`src/rtl/tcam_pkg.sv`:
```
package tcam_pkg;

  localparam int unsigned KEY_MAX = 64;

  // One ternary compare: the entry hits when valid and every cared-for bit agrees.
  function automatic logic tern_hit(input logic [KEY_MAX-1:0] key,
                                    input logic [KEY_MAX-1:0] stored,
                                    input logic [KEY_MAX-1:0] care,
                                    input logic               valid);
    logic [KEY_MAX-1:0] diff;
    diff = (key ^ stored) & care;
    return valid && (diff == '0);
  endfunction

endpackage

```
`src/rtl/tcam_store.sv`:
```
module tcam_store #(
  parameter int unsigned ENTRIES = 16,
  parameter int unsigned KEY_W   = 32,
  parameter int unsigned NH_W    = 8,
  parameter int unsigned IDX_W   = $clog2(ENTRIES)
) (
  input  logic             clk,
  input  logic             rst_n,
  input  logic             wr_en,
  input  logic [IDX_W-1:0] wr_idx,
  input  logic             wr_valid,
  input  logic [KEY_W-1:0] wr_value,
  input  logic [KEY_W-1:0] wr_care,
  input  logic [NH_W-1:0]  wr_nh,
  input  logic [KEY_W-1:0] key,
  output logic [ENTRIES-1:0] match_vec,
  output logic [NH_W-1:0]  nh_tbl [ENTRIES]
);
  import tcam_pkg::*;

  for (genvar g = 0; g < ENTRIES; g++) begin : g_ent
    logic             vld_q;
    logic [KEY_W-1:0] val_q;
    logic [KEY_W-1:0] care_q;
    logic [NH_W-1:0]  nh_q;
    logic             sel;

    assign sel = wr_en && (wr_idx == IDX_W'(g));

    always_ff @(posedge clk or negedge rst_n) begin
      if (!rst_n) begin
        vld_q  <= 1'b0;
        val_q  <= '0;
        care_q <= '0;
        nh_q   <= '0;
      end else if (sel) begin
        vld_q  <= wr_valid;
        val_q  <= wr_value;
        care_q <= wr_care;
        nh_q   <= wr_nh;
      end
    end

    assign match_vec[g] = tern_hit(KEY_MAX'(key), KEY_MAX'(val_q),
                                   KEY_MAX'(care_q), vld_q);
    assign nh_tbl[g] = nh_q;
  end

endmodule

```
`src/rtl/tcam_pick.sv`:
```
module tcam_pick #(
  parameter int unsigned ENTRIES = 16,
  parameter int unsigned NH_W    = 8,
  parameter int unsigned IDX_W   = $clog2(ENTRIES)
) (
  input  logic [ENTRIES-1:0] match_vec,
  input  logic [NH_W-1:0]    nh_tbl [ENTRIES],
  output logic               any_match,
  output logic [IDX_W-1:0]   win_idx,
  output logic [NH_W-1:0]    win_nh
);

  // Scan from the top down so the lowest set index is the last one kept.
  always_comb begin
    any_match = 1'b0;
    win_idx   = '0;
    for (int i = ENTRIES - 1; i >= 0; i--) begin
      if (match_vec[i]) begin
        any_match = 1'b1;
        win_idx   = IDX_W'(i);
      end
    end
  end

  assign win_nh = any_match ? nh_tbl[win_idx] : '0;

endmodule

```
`src/rtl/tcam_lpm.sv`:
```
module tcam_lpm #(
  parameter int unsigned ENTRIES = 16,
  parameter int unsigned KEY_W   = 32,
  parameter int unsigned NH_W    = 8,
  localparam int unsigned IDX_W  = $clog2(ENTRIES)
) (
  input  logic             clk,
  input  logic             rst_n,
  input  logic             srch_en,
  input  logic [KEY_W-1:0] srch_key,
  input  logic             wr_en,
  input  logic [IDX_W-1:0] wr_idx,
  input  logic             wr_valid,
  input  logic [KEY_W-1:0] wr_value,
  input  logic [KEY_W-1:0] wr_care,
  input  logic [NH_W-1:0]  wr_nh,
  output logic             res_vld,
  output logic             res_hit,
  output logic [IDX_W-1:0] res_idx,
  output logic [NH_W-1:0]  res_nh
);

  logic [ENTRIES-1:0] match_vec;
  logic [NH_W-1:0]    nh_tbl [ENTRIES];
  logic               any_match;
  logic [IDX_W-1:0]   win_idx;
  logic [NH_W-1:0]    win_nh;

  tcam_store #(.ENTRIES(ENTRIES), .KEY_W(KEY_W), .NH_W(NH_W), .IDX_W(IDX_W)) u_store (
    .clk       (clk),
    .rst_n     (rst_n),
    .wr_en     (wr_en),
    .wr_idx    (wr_idx),
    .wr_valid  (wr_valid),
    .wr_value  (wr_value),
    .wr_care   (wr_care),
    .wr_nh     (wr_nh),
    .key       (srch_key),
    .match_vec (match_vec),
    .nh_tbl    (nh_tbl)
  );

  tcam_pick #(.ENTRIES(ENTRIES), .NH_W(NH_W), .IDX_W(IDX_W)) u_pick (
    .match_vec (match_vec),
    .nh_tbl    (nh_tbl),
    .any_match (any_match),
    .win_idx   (win_idx),
    .win_nh    (win_nh)
  );

  always_ff @(posedge clk or negedge rst_n) begin
    if (!rst_n) begin
      res_vld <= 1'b0;
      res_hit <= 1'b0;
      res_idx <= '0;
      res_nh  <= '0;
    end else begin
      res_vld <= srch_en;
      res_hit <= any_match;
      res_idx <= any_match ? win_idx : '0;
      res_nh  <= win_nh;
    end
  end

endmodule

```
`config.mk`:
```
export PLATFORM = sky130hd
export DESIGN_NAME = tcam_lpm
export DESIGN_NICKNAME = d
export VERILOG_FILES = /design/src/rtl/tcam_pkg.sv /design/src/rtl/tcam_store.sv /design/src/rtl/tcam_pick.sv /design/src/rtl/tcam_lpm.sv
export SDC_FILE = /design/constraint.sdc
export NUM_CORES = 2
export LEC_CHECK = 0
export BUFFER_PORTS_ARGS = -buffer_cell sky130_fd_sc_hd__buf_2
export CELL_PAD_IN_SITES_DETAIL_PLACEMENT = 1
export CELL_PAD_IN_SITES_GLOBAL_PLACEMENT = 1
export CORE_UTILIZATION = 54
export CTS_BUF_LIST = sky130_fd_sc_hd__clkbuf_8
export DETAILED_ROUTE_END_ITERATION = 12
export MAX_ROUTING_LAYER = met4
export PLACE_DENSITY_LB_ADDON = 0.1
export SYNTH_ARGS = -nofsm -noshare
export SYNTH_HDL_FRONTEND = slang
export SYNTH_SLANG_ARGS = --single-unit
```
`constraint.sdc`:
```
create_clock -name clk -period 3.7 [get_ports clk]
set_input_delay 0.37 -clock clk [delete_from_list [all_inputs] [get_ports clk]]
set_output_delay 0.37 -clock clk [all_outputs]
set_load 0.05 [all_outputs]
```
Word-level counts from Yosys, hierarchy flattened
Cells that the tools add are included.
{"block": "classes", "add_sub_neg": 0, "multipliers": 0, "div": 0, "n_lt_le_gt_ge": 1, "eq_ne": 15, "n_shift": 0, "n_mux": 37, "bitwise_logic": 33, "reduce_logical": 49}
{"operator": "$and A64 B32 Y64", "count": 16}
{"operator": "$logic_not A64 Y1", "count": 16}
{"operator": "$xor A32 B32 Y32", "count": 16}
{"operator": "$mux W4", "count": 17}
{"operator": "$bmux W8 S4", "count": 1}
{"operator": "$eq A4 B4 Y1 const B", "count": 8}
{"operator": "$logic_and A1 B1 Y1", "count": 32}
{"operator": "$mux W8", "count": 3}
{"operator": "$eq A4 B3 Y1 const B", "count": 4}
{"operator": "$mux W1", "count": 16}
{"operator": "$eq A4 B2 Y1 const B", "count": 2}
{"operator": "$ge A5 B5 Y1 const B", "count": 1}
{"operator": "$not A4 Y5", "count": 1}
{"operator": "$eq A4 B1 Y1 const B", "count": 1}
{"operator": "$logic_not A4 Y1", "count": 1}
{"block": "word_totals", "reg_bits": 1182, "latch_bits": 0, "ram_bits": 0, "romBits": 0, "input_bits": 113, "output_inout_bits": 14, "wordCells": 203, "n_memories": 0}

Longest topological paths before layout
{"block": "logic_depth", "depth_word": 25, "mapped_depth": 18, "ltp_nobuf": 14}

Hierarchy
From an unflattened synthesis, not the netlist that was laid out.
{"block": "unflattened", "cells_unflattened": 3711, "hier_area_um2": 52465.3}
{"module": "tcam_store", "n_inst": 1, "cells_per_inst": 3460, "area_per_inst_um2": 50611.0, "seq_area_each_um2": 29228.0}
{"module": "tcam_pick", "n_inst": 1, "cells_per_inst": 233, "area_per_inst_um2": 1478.9, "seq_area_each_um2": 0.0}
{"module": "tcam_lpm", "n_inst": 1, "cells_per_inst": 18, "area_per_inst_um2": 375.4, "seq_area_each_um2": 350.3}

Worst setup path before layout
Ideal clock, no wire load.
{"block": "synth_path", "path_kind": "input to register", "startpoint": "input port srch_key[3]", "endpoint": "register res_nh[5]", "setup_time_ns": 0.126, "arrival_time_ns": 3.140, "path_slack_ns": 0.434, "cell_stages": 14, "n_path_buf": 3, "cell_sequence": "buf_4 -> buf_4 -> xor2_1 -> a22oi_2 -> nand4_1 -> nor4_1 -> nand4_1 -> o2bb2ai_1 -> a41o_1 -> o221ai_4 -> buf_8 -> mux2_4 -> o211a_1 -> o32a_1"}
{"block": "synth_between", "elab_chain_len": 25, "word_cells_on_any_way": 101}
{"item": "from (decl)", "line_no": "tcam_lpm.sv:10", "source": "input logic [KEY_W-1:0] srch_key,"}
{"item": "$xor A32 B32 Y32", "line_no": "tcam_pkg.sv:11", "source": "diff = (key ^ stored) & care;"}
{"item": "$and A64 B32 Y64", "line_no": "tcam_pkg.sv:11"}
{"item": "$logic_not A64 Y1", "line_no": "tcam_pkg.sv:12", "source": "return valid && (diff == '0);"}
{"item": "$logic_and A1 B1 Y1", "line_no": "tcam_pkg.sv:12"}
{"item": "$mux W4 (16 in a row)", "line_no": "tcam_pick.sv:18", "source": "if (match_vec[i]) begin"}
{"item": "$not A4 Y5 (not written as such)", "line_no": "tcam_pick.sv:25", "source": "assign win_nh = any_match ? nh_tbl[win_idx] : '0;"}
{"item": "$bmux W8 S4", "line_no": "tcam_pick.sv:25"}
{"item": "$mux W8 (not written as such) (2 in a row)", "line_no": "tcam_pick.sv:25"}
{"item": "$mux W8 *", "line_no": "tcam_pick.sv:25"}
{"item": "named net u_pick.win_nh[5]", "line_no": "tcam_pick.sv:10", "source": "output logic [NH_W-1:0] win_nh"}
{"item": "to (signal assigned)", "line_no": "tcam_lpm.sv:61", "source": "res_nh <= win_nh;"}
{"item": "to (decl)", "line_no": "tcam_lpm.sv:20", "source": "output logic [NH_W-1:0] res_nh"}
The timed path passes the listed nets; every way through them passes the cells marked *. The select of a mux whose other input is x is not followed.
A chain may end at the register's enable or synchronous reset.

Final worst setup path
{"block": "layout_path", "startpoint": "register u_store.g_ent[15].val_q[10]", "endpoint": "register res_nh[7]"}
{"block": "layout_between", "elab_chain_len": 25, "word_cells_on_any_way": 41}
{"item": "from (decl)", "line_no": "tcam_store.sv:23", "source": "logic [KEY_W-1:0] val_q;"}
{"item": "from (signal assigned)", "line_no": "tcam_store.sv:38", "source": "val_q <= wr_value;"}
{"item": "$xor A32 B32 Y32 *", "line_no": "tcam_pkg.sv:11"}
{"item": "$and A64 B32 Y64 *", "line_no": "tcam_pkg.sv:11"}
{"item": "$logic_not A64 Y1 *", "line_no": "tcam_pkg.sv:12"}
{"item": "$logic_and A1 B1 Y1 *", "line_no": "tcam_pkg.sv:12"}
{"item": "$mux W4 (16 in a row)", "line_no": "tcam_pick.sv:18"}
{"item": "$not A4 Y5 (not written as such)", "line_no": "tcam_pick.sv:25"}
{"item": "$bmux W8 S4", "line_no": "tcam_pick.sv:25"}
{"item": "$mux W8 (not written as such) (2 in a row)", "line_no": "tcam_pick.sv:25"}
{"item": "$mux W8 *", "line_no": "tcam_pick.sv:25"}
{"item": "named net u_pick.win_nh[7]", "line_no": "tcam_pick.sv:10"}
Marked as above.

==> metrics <==
synth top area cells dfrtp_1 (54%), mux2_2 (24%), xor2_1 (8.1%); EDFF count, synth 0; synthesized area between 50000 and 60000 um^2; clock buffer depth 3; drt initial violations 4955; mux cell area share after synthesis 25.0%; r2r endpoint res_nh[7]; leakage between 20 and 30 nW; worst-skew pair later-pin latency 0.89 ns; worst vdd ir approximately 0.38 mV; Syn Area/Cell 13.2 um^2; pwr dens 617 nW/um^2; area leader, netlist dfrtp_1; Synth Area in XOR/XNOR between 8 and 9%; HP Class in2async; worst-margin pin slew ~1.1 ns; Clock Pin Slew Worst Setup and Hold Paths around 0.060 ns; Mapped Cells between 4000 and 5000; CP max FO 5; Clock Sinks ~1200; outcome finished with violations; Reg2Reg Setup Slack -0.08 ns; ys flop type dfrtp_1; die footprint just over 100000 um^2; Sw Share between 30% and 40%; CTS tree built; DRT antenna net count 0; IO buf count roughly 130; Setup violations, final 3; Congestion Overflow GR 0; drt first pass iters 8; core area approximately 100000 um^2; Ys Warns 0; Tcrit/Tclk final 102%; switching power ~0.013 W; share of cells above drive strength 1 ~45%; Synth Register Bits 1182; Tot GR Track Use 44.3%; Total Routed Length around 220000 um; Initial Utilization between 50% and 60%; Critical Path End Type register; Arrival @ worst endpoint roughly 4.5 ns; Area Growth Syn to Fin 19.2%; CP max stage delay approximately 0.5 ns; CTS Buf Count about 200; commonest non-fill, non-tap cell in the layout mux2_2; die height 321 um; first-pass GRT wire length a little over 300000 um; final setup TNS -0.192 ns; largest net degree at the start of global routing between 100 and 150; placed cell area just over 60000 um^2; Worst Skew ~0.04 ns; Cell Int Power 0.0273 W; Final nets a little under 5000; Final Critical Period between 3 and 4 ns; fmax between 0.2 and 0.3 GHz; Design Area, Final between 60000 and 70000 um^2; max-cap violations 0; vias per inst 6.50; Gate power share a little over a quarter; die span in x 321 um; DP Cell Count about 5900; Post-synth ARST share 100%; number of I/O pins 127; sequential share of the synthesized area a little over half; worst path cell trace xor2_1, buf_4, a22oi_2, nand4_1, nor4_1, buf_4, nand2_1, buf_4, a311oi_2, o2111a_1, mux4_2, mux2_2, nand2_1, o21ai_1; Util after Layout approximately two thirds; Final GP Congestion 0.999; CP startpoint kind register; Compound-Gate Fraction of Synth Area approximately 5.6%; post-synthesis net count 4276; Vias 40900; PnR worst setup slack -0.0784 ns; R2R cell count 14; largest family of logic cells by synthesized area multiplexers; post-synthesis adder-cell area fraction 0%; Final Hold Fails 0; crit path kind reg2reg; RSZ-0062 raised after global routing yes; initial antenna violation count 31; fin cells roughly 6300; commonest non-fill, non-tap cells in the layout mux2_2 (1182), dfrtp_1 (1181), xor2_1 (503); DR DRC count 0; H-tree Lvls 4; Clk pwr share ~29%; synth unique cells 64; row cnt between 100 and 150; vias in the first global route between 40000 and 50000; Reg-to-Reg Start u_store.g_ent[15].val_q[10]; most used cell, CP buf_4; Slew HR between 20% and 30%; max-slew violations 0; Simple-Gate Fraction of Synth Area roughly 5.2%; share of the synthesized area in the top cell type a little over half; WP data required 4.44 ns; Post-DP HPWL ~150000 um; failing checks negative setup slack; CTS root buf clkbuf_8; Wirelength per Cell around 35 um; slowest stage cell, crit path a311oi_2; Seq pwr share 45.1%
cells in the mapped netlist (all sizes together), types with 3 or more instances:
| cell | instances |
|---|---|
| and4 | 8 |
| nor4 | 25 |
| a21oi | 14 |
| mux4 | 4 |
| a211oi | 9 |
| mux2i | 33 |
| and3 | 11 |
| or2 | 3 |
| and2 | 5 |
| inv | 4 |
| a311oi | 6 |
| nand3 | 53 |
| clkbuf | 193 |
| a21boi | 5 |
| nand2b | 9 |
| a22o | 21 |
| nand4 | 126 |
| nand2 | 273 |
| mux2 | 1183 |
| a22oi | 249 |
| o21ai | 17 |
| nor3 | 34 |
| xor2 | 512 |
| a32o | 3 |
| buf | 74 |
| a222oi | 20 |
| o221a | 5 |
| o21bai | 5 |
| nor2 | 26 |
| or3 | 3 |
| dfrtp | 1182 |
| a221oi | 22 |
how the worst max path moves through the flow:
stage                                      startpoint         to  cells after the start
after floorplan                           srch_key[3]  res_nh[5]                     14
after global placement                    srch_key[6]  res_nh[0]                     18
after detailed placement                  srch_key[6]  res_nh[0]                     18
after CTS                   u_store.g_ent[7].val_q[4]  res_nh[1]                     18
after global routing       u_store.g_ent[14].val_q[7]  res_nh[5]                     17
final                     u_store.g_ent[15].val_q[10]  res_nh[7]                     14
worst max-delay path: cells and delay by family (launching register included):
family                    cells  cell delay (ns)
muxes                         2             0.64
and+or+nand+nor               4             0.61
xor gates and xnor gates      1             0.24
AOI/OAI and AO/OA             4             1.19
buffers and inverters         3             0.54
DFF                           1             0.40
power groups by stage:
| stage | sequential, W | clock, W | combinational [W] |
|---|---|---|---|
| after detailed placement | 0.0183 | 0 | 0.0101 |
| after global routing | 0.0185 | 0.0123 | 0.0111 |
| after CTS | 0.0181 | 0.0117 | 0.0103 |
| after global placement | 0.0181 | 0 | 0.00971 |
| final | 0.0183 | 0.0116 | 0.0106 |
| after floorplan | 0.0176 | 0 | 0.00592 |
state kept, by name (all words and copies together), names as in the netlist:
register and flops:
res_hit 1, res_idx 4, res_nh 8, res_vld 1
u_store.g_ent.care_q 512, u_store.g_ent.nh_q 128, u_store.g_ent.val_q 512, u_store.g_ent.vld_q 16
repair_timing:
item,CTS,global route
pin swaps,8,24
gates resized for setup,29,42
hold endpoints to repair,225,0
cloned,0,1
setup endpoints to repair,8,9
buffers inserted,3,8
hold buffers,5,0
routing by layer:
metal / wire length [um] / GRT usage [%] / vias up
met1: 87600 / 56.7 / 21700
li1: - / - / 16300
met5: 0 / - / -
met2: 100000 / 64.5 / 2267
met4: 12600 / 24.7 / 0
met3: 20000 / 10.7 / 622
logic make-up after synthesis:
kind of cell,Yosys count
xor+xnor,512
flops,1182
simple gates,587
buf+inv,271
mux,1220
compound gates,391
stage by stage:
stage / worst slack, ns / total power, W / hold slack [ns]
detailed placement: -0.589 / 0.0284 / 0.393
finish: -0.0784 / 0.0405 / 0.0632
global route: -0.126 / 0.0420 / 0.0458
floorplan: 0.434 / 0.0235 / 0.0744
CTS: 0.00472 / 0.0401 / 0.00702
global placement: -0.566 / 0.0278 / 0.409
final cells by class:
| cell class | instances | area, um^2 |
|---|---|---|
| sequential | 1182 | 29600 |
| multi-input combinational | 2710 | 24600 |
| tap | 1357 | 1700 |
| clock buffer | 259 | 3560 |
| clock inverter | 90 | 358 |
| antenna | 43 | 108 |
| timing repair buffer | 643 | 5700 |
| fill | 9672 | 34900 |
| inverter | 4 | 15.0 |
No activity file was read; power rests on OpenSTA's default activity.
